**config.mk**
```make
export PLATFORM = sky130hd
export DESIGN_NAME = port_mode_seq
export DESIGN_NICKNAME = d
export VERILOG_FILES = /design/src/rtl/port_seq_pkg.sv /design/src/rtl/seq_start_window.sv /design/src/rtl/seq_status_track.sv /design/src/rtl/port_mode_seq.sv
export SDC_FILE = /design/constraint.sdc
export NUM_CORES = 1
export LEC_CHECK = 0
export BUFFER_PORTS_ARGS = -buffer_cell sky130_fd_sc_hd__buf_2
export CAP_MARGIN = 20
export CORE_ASPECT_RATIO = 0.75
export CORE_MARGIN = 2
export CORE_UTILIZATION = 40
export CTS_CLUSTER_DIAMETER = 120
export DETAILED_ROUTE_END_ITERATION = 10
export PLACE_DENSITY_LB_ADDON = 0.1
export SETUP_SLACK_MARGIN = 0.4
export SLEW_MARGIN = 20
export SYNTH_ARGS = -nofsm -noshare
export SYNTH_HDL_FRONTEND = slang
export SYNTH_SLANG_ARGS = --single-unit
```
**constraint.sdc**
```tcl
create_clock -name clk -period 2.7 [get_ports clk]
set_input_delay 0.27 -clock clk [delete_from_list [all_inputs] [get_ports clk]]
set_output_delay 0.27 -clock clk [all_outputs]
set_load 0.1 [all_outputs]
```
**src/rtl/port_seq_pkg.sv**
```systemverilog
package port_seq_pkg;
    localparam logic [1:0] MODE_OFF    = 2'b00;
    localparam logic [1:0] MODE_MANUAL = 2'b01;
    localparam logic [1:0] MODE_SEMI   = 2'b10;
    localparam logic [1:0] MODE_AUTO   = 2'b11;

    typedef enum logic [2:0] {
        ST_IDLE     = 3'd0,
        ST_DETECT   = 3'd1,
        ST_CLASSIFY = 3'd2,
        ST_READY    = 3'd3,
        ST_START    = 3'd4,
        ST_ON       = 3'd5
    } seq_state_t;
endpackage

```
**src/rtl/seq_start_window.sv**
```systemverilog
module seq_start_window #(
    parameter int START_CYCLES = 16
) (
    input  logic clk,
    input  logic rst_n,
    input  logic run,
    output logic expired
);
    localparam int CW = $clog2(START_CYCLES + 1);

    logic [CW-1:0] cnt;

    always_ff @(posedge clk or negedge rst_n) begin
        if (!rst_n)      cnt <= '0;
        else if (!run)   cnt <= '0;
        else if (!expired) cnt <= cnt + 1'b1;
    end

    assign expired = run && (cnt == CW'(START_CYCLES - 1));

    // the counter never passes the window end
    p_cnt_bound_r8: assert property (@(posedge clk) disable iff (!rst_n)
        cnt <= CW'(START_CYCLES - 1));
endmodule

```
**src/rtl/seq_status_track.sv**
```systemverilog
module seq_status_track (
    input  logic clk,
    input  logic rst_n,
    input  logic pe_d,
    input  logic pg_d,
    output logic pe_stat,
    output logic pg_stat,
    output logic pe_chg,
    output logic pg_chg
);
    always_ff @(posedge clk or negedge rst_n) begin
        if (!rst_n) begin
            pe_stat <= 1'b0;
            pg_stat <= 1'b0;
            pe_chg  <= 1'b0;
            pg_chg  <= 1'b0;
        end else begin
            pe_stat <= pe_d;
            pg_stat <= pg_d;
            pe_chg  <= (pe_d != pe_stat);
            pg_chg  <= (pg_d != pg_stat);
        end
    end

    p_pe_pulse_r11: assert property (@(posedge clk) disable iff (!rst_n)
        ($rose(pe_stat) || $fell(pe_stat)) |-> pe_chg);
    p_pg_pulse_r11: assert property (@(posedge clk) disable iff (!rst_n)
        ($rose(pg_stat) || $fell(pg_stat)) |-> pg_chg);
    p_pe_quiet_r11: assert property (@(posedge clk) disable iff (!rst_n)
        pe_chg |-> (pe_stat != $past(pe_stat)));
endmodule

```
**src/rtl/port_mode_seq.sv**
```systemverilog
module port_mode_seq
    import port_seq_pkg::*;
#(
    parameter int START_CYCLES = 16
) (
    input  logic       clk,
    input  logic       rst_n,
    input  logic [1:0] mode,
    input  logic       det_en,
    input  logic       cls_en,
    input  logic       det_done,
    input  logic       cls_done,
    input  logic       result_ok,
    input  logic       pg_cmp,
    input  logic       fault_trip,
    input  logic       pwr_on_cmd,
    input  logic       pwr_off_cmd,
    output logic       gate_en,
    output logic       det_req,
    output logic       cls_req,
    output logic       start_fault,
    output logic       pe_stat,
    output logic       pg_stat,
    output logic       pe_chg,
    output logic       pg_chg
);
    seq_state_t state, state_d;
    logic off_req, on_cmd_ok, automating, is_auto, win_expired;
    logic pass_next;

    assign off_req    = (mode == MODE_OFF) || fault_trip || pwr_off_cmd;
    assign on_cmd_ok  = pwr_on_cmd && ((mode == MODE_MANUAL) || (mode == MODE_SEMI));
    assign automating = (mode == MODE_SEMI) || (mode == MODE_AUTO);
    assign is_auto    = (mode == MODE_AUTO);

    seq_start_window #(.START_CYCLES(START_CYCLES)) u_window (
        .clk     (clk),
        .rst_n   (rst_n),
        .run     (state == ST_START),
        .expired (win_expired)
    );

    // next-state logic
    always_comb begin
        state_d   = state;
        pass_next = is_auto;
        if (off_req) begin
            state_d = ST_IDLE;
        end else begin
            unique case (state)
                ST_IDLE: begin
                    if (on_cmd_ok)                state_d = ST_START;
                    else if (automating && det_en) state_d = ST_DETECT;
                end
                ST_DETECT: begin
                    if (on_cmd_ok)        state_d = ST_START;
                    else if (!automating) state_d = ST_IDLE;
                    else if (det_done) begin
                        if (!result_ok)   state_d = ST_IDLE;
                        else if (cls_en)  state_d = ST_CLASSIFY;
                        else if (pass_next) state_d = ST_START;
                        else              state_d = ST_READY;
                    end
                end
                ST_CLASSIFY: begin
                    if (on_cmd_ok)        state_d = ST_START;
                    else if (!automating) state_d = ST_IDLE;
                    else if (cls_done) begin
                        if (!result_ok)   state_d = ST_IDLE;
                        else if (pass_next) state_d = ST_START;
                        else              state_d = ST_READY;
                    end
                end
                ST_READY: begin
                    if (on_cmd_ok || is_auto) state_d = ST_START;
                    else if (!automating)     state_d = ST_IDLE;
                end
                ST_START: begin
                    if (pg_cmp)           state_d = ST_ON;
                    else if (win_expired) state_d = ST_IDLE;
                end
                ST_ON: state_d = ST_ON;
                default: state_d = ST_IDLE;
            endcase
        end
    end

    // state register
    always_ff @(posedge clk or negedge rst_n) begin
        if (!rst_n) state <= ST_IDLE;
        else        state <= state_d;
    end

    // registered outputs
    always_ff @(posedge clk or negedge rst_n) begin
        if (!rst_n) begin
            gate_en     <= 1'b0;
            det_req     <= 1'b0;
            cls_req     <= 1'b0;
            start_fault <= 1'b0;
        end else begin
            gate_en     <= (state_d == ST_START) || (state_d == ST_ON);
            det_req     <= (state_d == ST_DETECT) && (state != ST_DETECT);
            cls_req     <= (state_d == ST_CLASSIFY) && (state != ST_CLASSIFY);
            start_fault <= (state == ST_START) && (state_d == ST_IDLE) && !off_req;
        end
    end

    seq_status_track u_status (
        .clk     (clk),
        .rst_n   (rst_n),
        .pe_d    ((state_d == ST_START) || (state_d == ST_ON)),
        .pg_d    (state_d == ST_ON),
        .pe_stat (pe_stat),
        .pg_stat (pg_stat),
        .pe_chg  (pe_chg),
        .pg_chg  (pg_chg)
    );

    p_off_mode_dark_r2: assert property (@(posedge clk) disable iff (!rst_n)
        (mode == MODE_OFF) |=> !gate_en);
    p_det_req_mode_r2: assert property (@(posedge clk) disable iff (!rst_n)
        det_req |-> ($past(mode) != MODE_OFF));
    p_pg_needs_pe_r9: assert property (@(posedge clk) disable iff (!rst_n)
        pg_stat |-> pe_stat);
    p_pg_hold_r9: assert property (@(posedge clk) disable iff (!rst_n)
        (pg_stat && !off_req) |=> pg_stat);
    p_trip_off_r10: assert property (@(posedge clk) disable iff (!rst_n)
        (fault_trip || pwr_off_cmd) |=> (!pe_stat && !gate_en));
    p_fault_dark_r8: assert property (@(posedge clk) disable iff (!rst_n)
        start_fault |-> (!gate_en && $past(gate_en)));
endmodule

```
======== Word-level counts from Yosys, hierarchy flattened ========
Index checks and enable logic that the tools add are counted.
storage, ports and cells
  output and inout bits ................... 8
  memories kept ........................... 0
  flip-flop bits (word level) ............. 15
  logic and storage cells ................. 65
  bits in writable memories ............... 0
  bits in read-only memories .............. 0
  bits in latches ......................... 0
cells by class
  $lt $le $gt $ge ......................... 0
  reductions and logical operators ........ 17
  $add $sub $neg .......................... 1
  muxes and demuxes ....................... 20
  eq/ne operators ......................... 18
  bitwise logic cells ..................... 0
  divide/modulo/power cells ............... 0
  shift operators ......................... 0
  multipliers ............................. 0
operators with widths
  cell                 number
  $mux 3               17
  $pmux 3 s6           1
  $eq 3x3->1 const B   4
  $mux 5               2
  $eq 3x2->1 const B   3
  $logic_and 1x1->1    7
  $eq 3x1->1 const B   2
  $logic_not 3->1      2
  $logic_or 1x1->1     6
  $add 5x1->5 const B  1
  $eq 5x4->1 const B   1
  $eq 2x2->1 const B   2
  $ne 3x1->1 const B   1
  $ne 3x2->1 const B   1
  $eq 2x1->1 const B   1
  $logic_not 2->1      1
  $ne 1x1->1           2
  $ne 2x2->1 const B   1
  $logic_not 1->1      1

======== Longest topological paths before layout ========
  depth in word-level cells ............... 12
  depth in mapped cells ................... 8
  depth with buffers taken out ............ 7

======== Modules after synthesis ========
Synthesis repeated with hierarchy kept, for this count alone.
second synthesis, totals
  cell total of the unflattened synthesis .. 92
  area, all modules ....................... 1,053.5 µm²
modules (own cells, without submodules)
  module            area an instance (µm²)  times used  cells an instance
  port_mode_seq     651.9                   1           62
  seq_start_window  284.0                   1           24
  seq_status_track  117.6                   1           6

======== Worst setup path before layout ========
Ideal clock, no wire load.
  kind .................................... register to register
  start ................................... reg u_window.cnt[0]
  end ..................................... reg u_status.pg_chg
  slack ................................... 0.746 ns
  data arrival time ....................... 1.796 ns
  buffers on the path ..................... 1
  cell stages (with the launch flop) ...... 9
  cells stage by stage .................... dfrtp_1 -> ha_1 -> and3_1 -> ha_1 -> clkbuf_1 -> a21oi_1 -> o31a_1 -> o21ai_0 -> xnor2_1
on the way
  longest elaborated chain between the ends .. 8
RTL lines
  what                    line                    text
  start, declared         seq_start_window.sv:11  logic [CW-1:0] cnt;
  start signal, assigned  seq_start_window.sv:16  else if (!expired) cnt <= cnt + 1'b1;
  $eq 5x4->1              seq_start_window.sv:19  assign expired = run && (cnt == CW'(START_CYCLES - 1));
  $logic_and 1x1->1       seq_start_window.sv:19
  $mux 3                  port_mode_seq.sv:80     else if (win_expired) state_d = ST_IDLE;
  $mux 3                  port_mode_seq.sv:79     if (pg_cmp) state_d = ST_ON;
  $pmux 3 s6              port_mode_seq.sv:50     unique case (state)
  $mux 3                  port_mode_seq.sv:47     if (off_req) begin
  via state_d[2]          port_mode_seq.sv:27     seq_state_t state, state_d;
  $eq 3x3->1              port_mode_seq.sv:113    .pg_d (state_d == ST_ON),
  $ne 1x1->1              seq_status_track.sv:21  pg_chg <= (pg_d != pg_stat);
  end signal, assigned    seq_status_track.sv:21
  end, declared           seq_status_track.sv:9   output logic pg_chg
The timed path passes the listed nets, and every way through them passes these cells.
A chain may end at the register's enable or synchronous reset.

======== Worst setup path in the final report ========
Ends and elaborated chain as after synthesis.

==> impl_metrics.tcl <==
set metrics [dict create \
    stdcell_area_um2 1030 \
    holdPathEnd "start_fault" \
    cts_made_buffers 3 \
    hold_viol 0 \
    ios 21 \
    reg2reg_to "u_status.pg_chg" \
    antenna_found_initial 0 \
    critPathTopFamily "compound AO/OA/AOI/OAI gates" \
    status "finished clean" \
    grt_pass1_vias 624 \
    ant_nets 0 \
    wl_per_cell_um 12.5 \
    syn_to_final_growth_pct 18.4 \
    yosysWarnings 0 \
    routabilityCongestion 0.772 \
    drc 0 \
    grt_first_pass_wirelength_um 2730 \
    path_depth 7 \
    ys_seq_elements 15 \
    seqPwrFrac_pct 53.0 \
    yosysTopAreaCell "dfrtp_1" \
    clock-root-buffer "clkbuf_4" \
    worst-path-buf-inv 0 \
    post-cts-setup-buffer-count 0 \
    rsz0062_at_grt "false" \
    crit_arrival_ns 2.18 \
    multi_input_area_um2 452 \
    rr_startpoint "u_window.cnt[0]" \
    hold_path_class "in -> reg" \
    syn_avg_cell_area_um2 10.1 \
    drv_cap 0 \
    leakagePower_uw 0.000529 \
    combPwrFrac_pct 18.0 \
    clkLatencyLatePin_ns 0.29 \
    diodes 0 \
    hp-start "pwr_off_cmd" \
    drt_iter0_drc 11 \
    dr_total_vias 682 \
    swShare_pct 29.5 \
    cell_internal_pwr_uw 309 \
    drt-pass1-iter-count 4 \
    ff_latch_area_um2 375 \
    crit_required_ns 2.88 \
    critPathKind "reg -> reg" \
    syn_area_um2 868 \
    layout_common_cells "buf_2 (20), dfrtp_1 (15), nor2_1 (11)" \
    cts_tree "yes" \
    p_clk_share_pct 29.0 \
    fp.dieW_um 57.8 \
    syn_nets 104 \
    finalCritPeriodShare_pct 74.1 \
    cts.sinks 15 \
    rows 14 \
    max_slew_margin_pct 67.8 \
    crit_top_cell "ha_1" \
    irDropWorstVdd_mv 0.422 \
    r2r_cells 7 \
    power.switching_uw 129 \
    cts.clk_slew.worst_paths_ns 0.09 \
    cp_slowest_stage_delay_ns 0.41 \
    fin_tns_setup_ns 0 \
    grt.total_usage_pct 14.4 \
    dp_hpwl_um 1340 \
    cts-resized-gates 0 \
    clock.fmax_mhz 500 \
    start_kind "register" \
    worst_pin_slew_ns 0.487 \
    postPlaceCellArea_um2 991 \
    power_density_nw_per_um2 425 \
    final_common_cell "buf_2" \
    path_cells "ha_1, and3_1, ha_1, a21oi_1, o31a_1, o21ai_0, xnor2_1" \
    clock_skew_ns 0.0107 \
    fill_cells 192 \
    dieArea_um2 2560 \
    syn_inst 86 \
    yosysUniqueCellTypes 31 \
    slowest_stage "dfrtp_1" \
    worstPathMaxFanout 7 \
    htree_levels 1 \
    synth_top_area_share_pct 43.2 \
    overflow 0 \
    drt-vias-per-instance 5.13 \
    worstHoldPathCells 3 \
    setup_viol 0 \
    drive_gt1_share_pct 28.4 \
    port_buffers 20 \
    nNetsFinal 128 \
    cts_buffer_depth 2 \
    core_um2 2030 \
    initial_core_util_pct 42.7 \
    dieHeight_um 44.4 \
    r2r_slack_ns 0.70 \
    worst_setup_path_end_kind "register" \
    ys_seq_area_share_pct 43.2 \
    min_period_ns 2.00 \
    ctsHoldBuffers 1 \
    grt_max_degree 16 \
    ys_top_cells_by_area "dfrtp_1 (43%), ha_1 (7.2%), nor2_1 (4.8%), a2111oi_4 (3.2%), inv_1 (3.0%)" \
    drv_slew 0 \
    routed_wl_um 1660 \
]
-- cell families after synthesis --
group | share of synthesized area (%)
AOI/OAI and AO/OA | 17.0
xor gates and xnor gates | 5.04
adders and majority gates | 7.20
buffers and inverters | 4.76
DFF | 43.2
muxes | 1.15
and+or+nand+nor | 21.6
-- synth_stat cells --
library cell / n
o211a_1: 1
a2111oi_1: 1
nand4b_1: 2
o2bb2ai_1: 1
inv_1: 7
nor4_1: 1
o31a_1: 2
nor4b_2: 1
clkbuf_1: 2
xnor2_1: 2
ha_1: 5
and3_1: 1
o21bai_1: 1
xor2_1: 3
nand2b_1: 3
a21oi_1: 5
mux2i_1: 1
nor2b_1: 2
o32ai_1: 2
and2_1: 1
o21ai_0: 3
a2111oi_0: 1
or2_2: 3
nand2_1: 3
or4_1: 1
a2111oi_4: 1
nor2b_2: 1
or3b_1: 2
buf_4: 1
dfrtp_1: 15
nor2_1: 11
-- worst reg2reg max path: stages, from the launching register on --
cell     delay (ns)
dfrtp_1        0.41
ha_1           0.21
and3_1         0.14
ha_1           0.29
a21oi_1        0.28
o31a_1         0.25
o21ai_0        0.16
xnor2_1        0.16
-- power by group through the flow --
stage	Clock [uW]	Combinational, uW	Sequential, uW
floorplan	0	34.2	255
global placement	0	77.4	236
detailed placement	0	78.3	236
CTS	130	79.6	232
global route	139	86.7	233
finish	127	78.6	232
-- stage by stage --
| stage | hold WS, ns | std cells | worst slack (ns) | power, uW | util, % |
|---|---|---|---|---|---|
| global route | 0.261 | 133 | 0.521 | 458 | 50.6 |
| floorplan | -0.0256 | 86 | 0.746 | 289 | - |
| finish | 0.247 | 133 | 0.699 | 437 | 50.6 |
| CTS | 0.250 | 133 | 0.669 | 441 | 50.6 |
| detailed placement | 0.188 | 128 | 0.605 | 315 | 48.8 |
| global placement | 0.184 | 128 | 0.629 | 314 | 48.8 |
-- worst max path at each step --
stage / start / end / slack, ns
final: u_window.cnt[0] / u_status.pg_chg / 0.70
after global routing: u_window.cnt[0] / u_status.pg_chg / 0.52
after CTS: u_window.cnt[0] / u_status.pg_chg / 0.67
after detailed placement: mode[0] / det_req / 0.60
after global placement: mode[0] / det_req / 0.63
after floorplan: u_window.cnt[0] / u_status.pg_chg / 0.75
-- cell type report --
cell class              instances  area share [%]
multi-input cells              61            43.9
flip-flops and latches         15            36.5
repair buffers                 22            11.4
well taps                      24            2.92
inverters                       7            2.55
clock buffers                   3            2.19
clock inverters                 1           0.487
-- flip-flops by register name (all words and copies together) (netlist names) --
register          flops
cls_req               1
det_req               1
start_fault           1
state                 3
u_status.pe_chg       1
u_status.pe_stat      1
u_status.pg_chg       1
u_status.pg_stat      1
u_window.cnt          5
-- routing by layer --
layer	global-route usage [%]	part of all wire [%]
met5	0	0
met1	21.0	54
met3	6.14	5.9
met2	20.7	39
met4	1.40	0.48
No activity file was read; power rests on OpenSTA's default activity.
